$ cat config.mk
export PLATFORM = sky130hd
export DESIGN_NAME = cvr_ready_seq
export DESIGN_NICKNAME = d
export VERILOG_FILES = /design/src/rtl/cvr_pkg.sv /design/src/rtl/cvr_sync_edge.sv /design/src/rtl/cvr_word_ctr.sv /design/src/rtl/cvr_blank_timer.sv /design/src/rtl/cvr_ready_seq.sv
export SDC_FILE = /design/constraint.sdc
export NUM_CORES = 1
export LEC_CHECK = 0
export ABC_CLOCK_PERIOD_IN_PS = 2340
export CAP_MARGIN = 20
export CELL_PAD_IN_SITES_DETAIL_PLACEMENT = 0
export CELL_PAD_IN_SITES_GLOBAL_PLACEMENT = 1
export CORE_MARGIN = 4
export CORE_UTILIZATION = 46
export CTS_CLUSTER_DIAMETER = 40
export DETAILED_ROUTE_END_ITERATION = 10
export DONT_BUFFER_PORTS = 1
export GPL_ROUTABILITY_DRIVEN = 1
export PLACE_DENSITY = 0.78
export SYNTH_ARGS = -nofsm -noshare
export SYNTH_HDL_FRONTEND = slang
export SYNTH_SLANG_ARGS = --single-unit
export TNS_END_PERCENT = 20
$ cat constraint.sdc
create_clock -name clk -period 2.34 [get_ports clk]
set_input_delay 0.234 -clock clk [delete_from_list [all_inputs] [get_ports clk]]
set_output_delay 0.234 -clock clk [all_outputs]
set_load 0.03 [all_outputs]
$ cat src/rtl/cvr_pkg.sv
package cvr_pkg;
  typedef enum logic {
    IF_PARALLEL = 1'b0,
    IF_SERIAL   = 1'b1
  } if_mode_e;

  // level data-ready rests at when no new word is being announced
  function automatic logic idle_level(if_mode_e m);
    return (m == IF_PARALLEL) ? 1'b1 : 1'b0;
  endfunction
endpackage

$ cat src/rtl/cvr_sync_edge.sv
module cvr_sync_edge #(
  parameter int FLOPS = 2
) (
  input  logic clk,
  input  logic rst,
  input  logic sig,
  output logic rise
);
  logic [FLOPS-1:0] sh;

  always_ff @(posedge clk) begin
    if (rst) sh <= '0;
    else     sh <= {sh[FLOPS-2:0], sig};
  end

  assign rise = sh[FLOPS-2] & ~sh[FLOPS-1];
endmodule

$ cat src/rtl/cvr_word_ctr.sv
module cvr_word_ctr #(
  parameter int WORD_LEN = 32
) (
  input  logic clk,
  input  logic rst,
  input  logic hold,
  input  logic clear,
  output logic wrap
);
  localparam int WW = (WORD_LEN > 2) ? $clog2(WORD_LEN) : 1;
  localparam logic [WW-1:0] LAST = WW'(WORD_LEN - 1);

  logic [WW-1:0] cnt;

  always_ff @(posedge clk) begin
    if (rst || hold || clear) cnt <= '0;
    else if (cnt == LAST)     cnt <= '0;
    else                      cnt <= cnt + 1'b1;
  end

  assign wrap = (cnt == LAST);
endmodule

$ cat src/rtl/cvr_blank_timer.sv
module cvr_blank_timer #(
  parameter int BLANK_LEN = 2080
) (
  input  logic clk,
  input  logic rst,
  input  logic load,
  output logic last,
  output logic idle,
  output logic busy_long
);
  localparam int BW = $clog2(BLANK_LEN + 1);
  localparam logic [BW-1:0] FULL = BW'(BLANK_LEN);

  logic [BW-1:0] cnt;

  always_ff @(posedge clk) begin
    if (rst || load)      cnt <= FULL;
    else if (cnt != '0)   cnt <= cnt - 1'b1;
  end

  assign last      = (cnt == BW'(1));
  assign idle      = (cnt == '0);
  assign busy_long = (cnt > BW'(1));


  timer_settles_chk: assert property (@(posedge clk) disable iff (rst)
    (idle && !load) |=> idle);
endmodule

$ cat src/rtl/cvr_ready_seq.sv
module cvr_ready_seq #(
  parameter int WORD_LEN   = 32,
  parameter int BLANK_LEN  = 2080,
  parameter int SYNC_FLOPS = 2
) (
  input  logic clk,
  input  logic rst,
  input  logic mode_serial,
  input  logic standby_pin,
  input  logic standby_cfg,
  input  logic sync_in,
  output logic data_ready,
  output logic filter_rst,
  output logic clk_en,
  output logic word_strobe
);
  import cvr_pkg::*;

  if_mode_e mode;
  logic     stby_req;
  logic     sync_rise;
  logic     sync_hit;
  logic     wrap;
  logic     blank_last;
  logic     blank_idle;
  logic     blank_long;
  logic     announce;

  assign mode     = if_mode_e'(mode_serial);
  assign stby_req = (mode == IF_SERIAL) ? standby_pin : standby_cfg;
  assign sync_hit = sync_rise & ~stby_req;

  cvr_sync_edge #(.FLOPS(SYNC_FLOPS)) u_sync (
    .clk(clk), .rst(rst), .sig(sync_in), .rise(sync_rise)
  );

  cvr_word_ctr #(.WORD_LEN(WORD_LEN)) u_word (
    .clk(clk), .rst(rst), .hold(stby_req), .clear(sync_hit), .wrap(wrap)
  );

  cvr_blank_timer #(.BLANK_LEN(BLANK_LEN)) u_blank (
    .clk(clk), .rst(rst), .load(stby_req | sync_hit),
    .last(blank_last), .idle(blank_idle), .busy_long(blank_long)
  );

  assign announce = ~stby_req & ~sync_hit & (blank_last | (blank_idle & wrap));

  always_ff @(posedge clk) begin
    if (rst) begin
      clk_en      <= 1'b1;
      filter_rst  <= 1'b0;
      word_strobe <= 1'b0;
      data_ready  <= idle_level(mode);
    end else begin
      clk_en      <= ~stby_req;
      filter_rst  <= sync_hit;
      word_strobe <= ~stby_req & ~sync_hit & wrap;
      data_ready  <= announce ? ~idle_level(mode) : idle_level(mode);
    end
  end


  gated_no_word_chk: assert property (@(posedge clk) disable iff (rst)
    !clk_en |-> !word_strobe);


  gated_idle_level_chk: assert property (@(posedge clk) disable iff (rst)
    !clk_en |-> (data_ready != $past(mode_serial)));


  filter_pulse_single_chk: assert property (@(posedge clk) disable iff (rst)
    filter_rst |=> !filter_rst);


  blank_holds_idle_chk: assert property (@(posedge clk) disable iff (rst)
    blank_long |=> (data_ready != $past(mode_serial)));


  filter_blanks_chk: assert property (@(posedge clk) disable iff (rst)
    filter_rst |-> (!blank_idle && !word_strobe));


  strobe_single_chk: assert property (@(posedge clk) disable iff (rst)
    word_strobe |=> !word_strobe);
endmodule

-- Yosys cells after proc, flatten, opt, wreduce, memory -nomap -nowiden
Index checks and enable logic that the tools add are counted.
- eq/ne operators: 2
- $add $sub $neg: 2
- bitwise operators: 11
- muxes and demuxes: 4
- reductions and logical operators: 6
- operators by type and width (operator ; number):
    $eq A12 B1 Y1 const B ; 1
    $logic_not A12 Y1 ; 1
    $reduce_bool A12 Y1 ; 1
    $sub A12 B1 Y12 const B ; 1
    $and A1 B1 Y1 ; 6
    $add A5 B1 Y5 const B ; 1
    $eq A5 B5 Y1 const B ; 1
    $mux W1 ; 4
    $logic_or A1 B1 Y1 ; 3
    $not A1 Y1 ; 3
    $or A1 B1 Y1 ; 2
    $reduce_or A2 Y1 ; 1
- register bits: 23
- output and inout bits: 4
- input port bits: 6
- word-level logic and storage cells: 32

-- Logic depth before layout (Yosys ltp)
- depth after elaboration: 8
- mapped depth: 7
- depth with buffers taken out: 7

-- Cells and area by module
Synthesis repeated with hierarchy kept, for this count alone.
- cells, all modules: 106
- area, all modules: 1056.0 um2
- by module, submodules not included (module ; sequential area each (um2) ; area each (um2) ; cells an instance ; times used):
    cvr_blank_timer ; 240.2 ; 639.4 ; 68 ; 1
    cvr_word_ctr ; 100.1 ; 195.2 ; 18 ; 1
    cvr_ready_seq ; 80.1 ; 160.2 ; 15 ; 1
    cvr_sync_edge ; 40.0 ; 61.3 ; 5 ; 1

-- Worst setup path after synthesis
OpenSTA, ideal clock, no wires.
- path kind: register to register
- start: register u_blank.cnt[0]
- end: register u_blank.cnt[6]
- cell stages (with the launch flop): 8
- setup slack: 0.665 ns
- period minus slack after synthesis: 1.675 ns
- setup time: 0.070 ns
- data required time: 2.270 ns
- buffers on the path: 1
- arrival: 1.604 ns
- cell sequence: dfxtp_1 inv_1 ha_1 nor4b_2 and3_1 buf_6 or3_1 a21oi_1
- word-level cells in the longest chain between the ends: 1
- elaborated cells on any way between the ends: 2
- classes of those cells: add/sub (1); reduce/logical (1)
- ends and longest elaborated chain (element ; RTL line ; RTL):
    start, declared ; cvr_blank_timer.sv:14 ; logic [BW-1:0] cnt;
    start signal, assigned ; cvr_blank_timer.sv:18 ; else if (cnt != '0) cnt <= cnt - 1'b1;
    $sub A12 B1 Y12 / $reduce_bool A12 Y1 (equally long branches) ; cvr_blank_timer.sv:18 ;
Several ways; a longest one is shown, not always the timed one.
A chain may end at the register's enable or synchronous reset.

-- Worst setup path after layout
- start: register u_blank.cnt[0]
- end: register u_blank.cnt[7]
The elaborated chain is that of the path after synthesis.

==> flow_summary.json <==
{
  "cp_max_fo": 7,
  "yosys_warnings": 0,
  "grt_pass1_wl_um": 3020,
  "antenna_found_initial": 0,
  "routedWlPerCell_um": 12.3,
  "tns_ns": 0,
  "fmax_mhz": 547,
  "synth_area_per_cell_um2": 9.75,
  "die_h_um": 55.4,
  "num-fill-cells": 195,
  "final_hold_viol_count": 0,
  "initial_core_util_pct": 50.6,
  "end_kind": "flip-flop",
  "place.gp.congestion": 0.764,
  "fin_nets": 123,
  "required_ns": 2.56,
  "seq_area_um2": 460,
  "finalSetupViolations": 0,
  "maxCapViolations": 0,
  "clk_pin_slew_ns": 0.12,
  "synth_seq_cells": 23,
  "dp.cells": 132,
  "arrival_ns": 2.05,
  "core_um2": 2040,
  "rsz0062_at_grt": "false",
  "grt_pass1_vias": 688,
  "crit_type": "reg2reg",
  "routed_wl_um": 1700,
  "remaining_drc_errors": 0,
  "cp-start-kind": "flip-flop",
  "finalCritPeriodShare_pct": 78.2,
  "leakage_nw": 0.425,
  "startpoint": "u_blank.cnt[0]",
  "ioPinCount": 10,
  "status": "completed",
  "final_cell_mix": "dfxtp_1 (23), nor2_1 (10), nand2_1 (7)",
  "synth_cell_types": 32,
  "vias": 717,
  "clock_latency_ns": 0.30,
  "grt_max_degree": 15,
  "final_cells": 138,
  "slew-limit-headroom_pct": 60.2,
  "powerDensity_nw_per_um2": 627,
  "synth_nets": 117,
  "regToRegStartpoint": "u_blank.cnt[0]",
  "cts.root.buffer_cell": "clkbuf_4",
  "synthToLayoutAreaGrowth_pct": 7.02,
  "cts_tree": "built",
  "drt-vias-per-instance": 5.20,
  "cp-endpoint": "u_blank.cnt[7]",
  "die_width_um": 55.4,
  "netlist_area_um2": 1030,
  "gr-usage-all-layers_pct": 12.0,
  "reg2regPathDepth": 6,
  "r2r_slack_ns": 0.51,
  "worstMarginPinSlew_ns": 0.592,
  "multiInputGateArea_um2": 543,
  "hold_path.class": "in2reg",
  "ant_nets": 0,
  "synth-async-reset-ratio_pct": 0,
  "numCtsBuffers": 3,
  "syn_inst": 106,
  "vdd_drop_max_mv": 0.423,
  "final_common_cell": "dfxtp_1",
  "post-dp-hpwl_um": 1290,
  "port_buffers": 0,
  "clock-sinks": 23,
  "r2r-end": "u_blank.cnt[7]",
  "clockBufferDepth": 2,
  "row_count": 16,
  "cts_setup_buffers": 0,
  "grt.overflow.total": 0,
  "synth_edf_count": 0,
  "die_area_um2": 3070,
  "num_antenna_cells": 0,
  "finClkSkew_ns": 0.00295,
  "synth.yosys.seq_area_share_pct": 44.6,
  "drt_iter0_drc": 7,
  "ys.flop_type": "dfxtp_1",
  "h-tree-depth": 1,
  "firstDrtPassIters": 2,
  "final.min_clock_period_ns": 1.83,
  "drive_gt1_share_pct": 8.11,
  "maxSlewViolCount": 0
}
==> flip-flops by register name, indices dropped and copies added (netlist names) <==
name and flops:
filter_rst 1, data_ready 1, word_strobe 1, u_blank.cnt 12, u_sync.sh 2, u_word.cnt 5
clk_en 1
==> cell type report <==
class	instances	share of cell area [%]
clock buffers	4	2.38
inverters	4	1.36
multi-input cells	77	49.1
repair buffers	3	2.49
flip-flops and latches	23	41.6
well taps	27	3.05
==> worst max-delay path, cell delays in order (launching register included) <==
cell	delay, ns
dfxtp_1	0.36
inv_1	0.12
ha_1	0.22
nor4b_2	0.42
and3_1	0.38
o21ai_0	0.14
a21oi_1	0.13
==> how the worst min path moves through the flow <==
stage,slack [ns],to,startpoint,cells after the start
after floorplan,0.31,u_sync.sh[0],rst,1
after global placement,0.31,u_sync.sh[1],rst,1
after detailed placement,0.31,u_sync.sh[0],rst,1
after CTS,0.03,clk_en,rst,2
after global routing,0.03,clk_en,rst,2
final,0.04,clk_en,rst,2
==> power breakdown <==
group / leakage (nW) / switching [mW] / total (mW) / internal (mW)
clock network: 0.0150 / 0.108 / 0.174 / 0.0664
registers: 0.188 / 0.0222 / 0.430 / 0.408
logic: 0.222 / 0.0488 / 0.0897 / 0.0409
==> logic make-up (layout without fill, tap and decap cells) <==
| group | after synthesis | after routing | synth area share [%] |
|---|---|---|---|
| AO/OA/AOI/OAI | 12 | 12 | 6.90 |
| XOR/XNOR | 6 | 6 | 5.08 |
| adder cells (fa/ha/maj) | 5 | 5 | 6.05 |
| buffers and inverters | 6 | 11 | 2.90 |
| flip-flops | 23 | 23 | 44.6 |
| AND/OR/NAND/NOR | 50 | 50 | 30.5 |
| multiplexers | 4 | 4 | 4.00 |
==> per-layer routing <==
| layer | global-route usage (%) | part of all wire, % | vias up |
|---|---|---|---|
| met3 | 2.10 | 1.5 | 2 |
| met2 | 18.6 | 47 | 4 |
| met4 | 6.25 | 0.59 | 0 |
| met5 | 0 | 0 | - |
| li1 | - | - | 383 |
| met1 | 15.8 | 50 | 328 |
==> synthesized netlist by cell type, drive strengths merged (3+ instances only) <==
master	instances	share of area, %
dfxtp	23	45
nor2	10	3.6
nand2	7	2.5
nor3	6	2.9
a21oi	5	2.4
ha	5	6.1
inv	4	1.5
nand3	4	1.9
nand3b	4	2.9
xor2	4	3.4
and3	3	1.8
mux2i	3	2.9
nor3b	3	2.2
nor4	3	3.9
o21ai	3	1.5
==> repair_timing <==
action | CTS | global route
gates resized for setup | 0 | 0
endpoints found under the hold margin | 4 | 0
hold buffers | 2 | 0
==> stage by stage <==
| step | area (µm²) | power, mW | hold WS, ns | utilization, % | setup WS [ns] |
|---|---|---|---|---|---|
| floorplan | 1030 | 0.503 | 0.306 | - | 0.665 |
| global placement | 1060 | 0.524 | 0.308 | 51.9 | 0.545 |
| CTS | 1110 | 0.709 | 0.0271 | 54.2 | 0.490 |
| finish | 1110 | 0.694 | 0.0390 | 54.2 | 0.511 |
| global route | 1110 | 0.732 | 0.0296 | 54.2 | 0.340 |
| detailed placement | 1060 | 0.526 | 0.309 | 51.9 | 0.522 |
(Power assumes the default switching activity.)
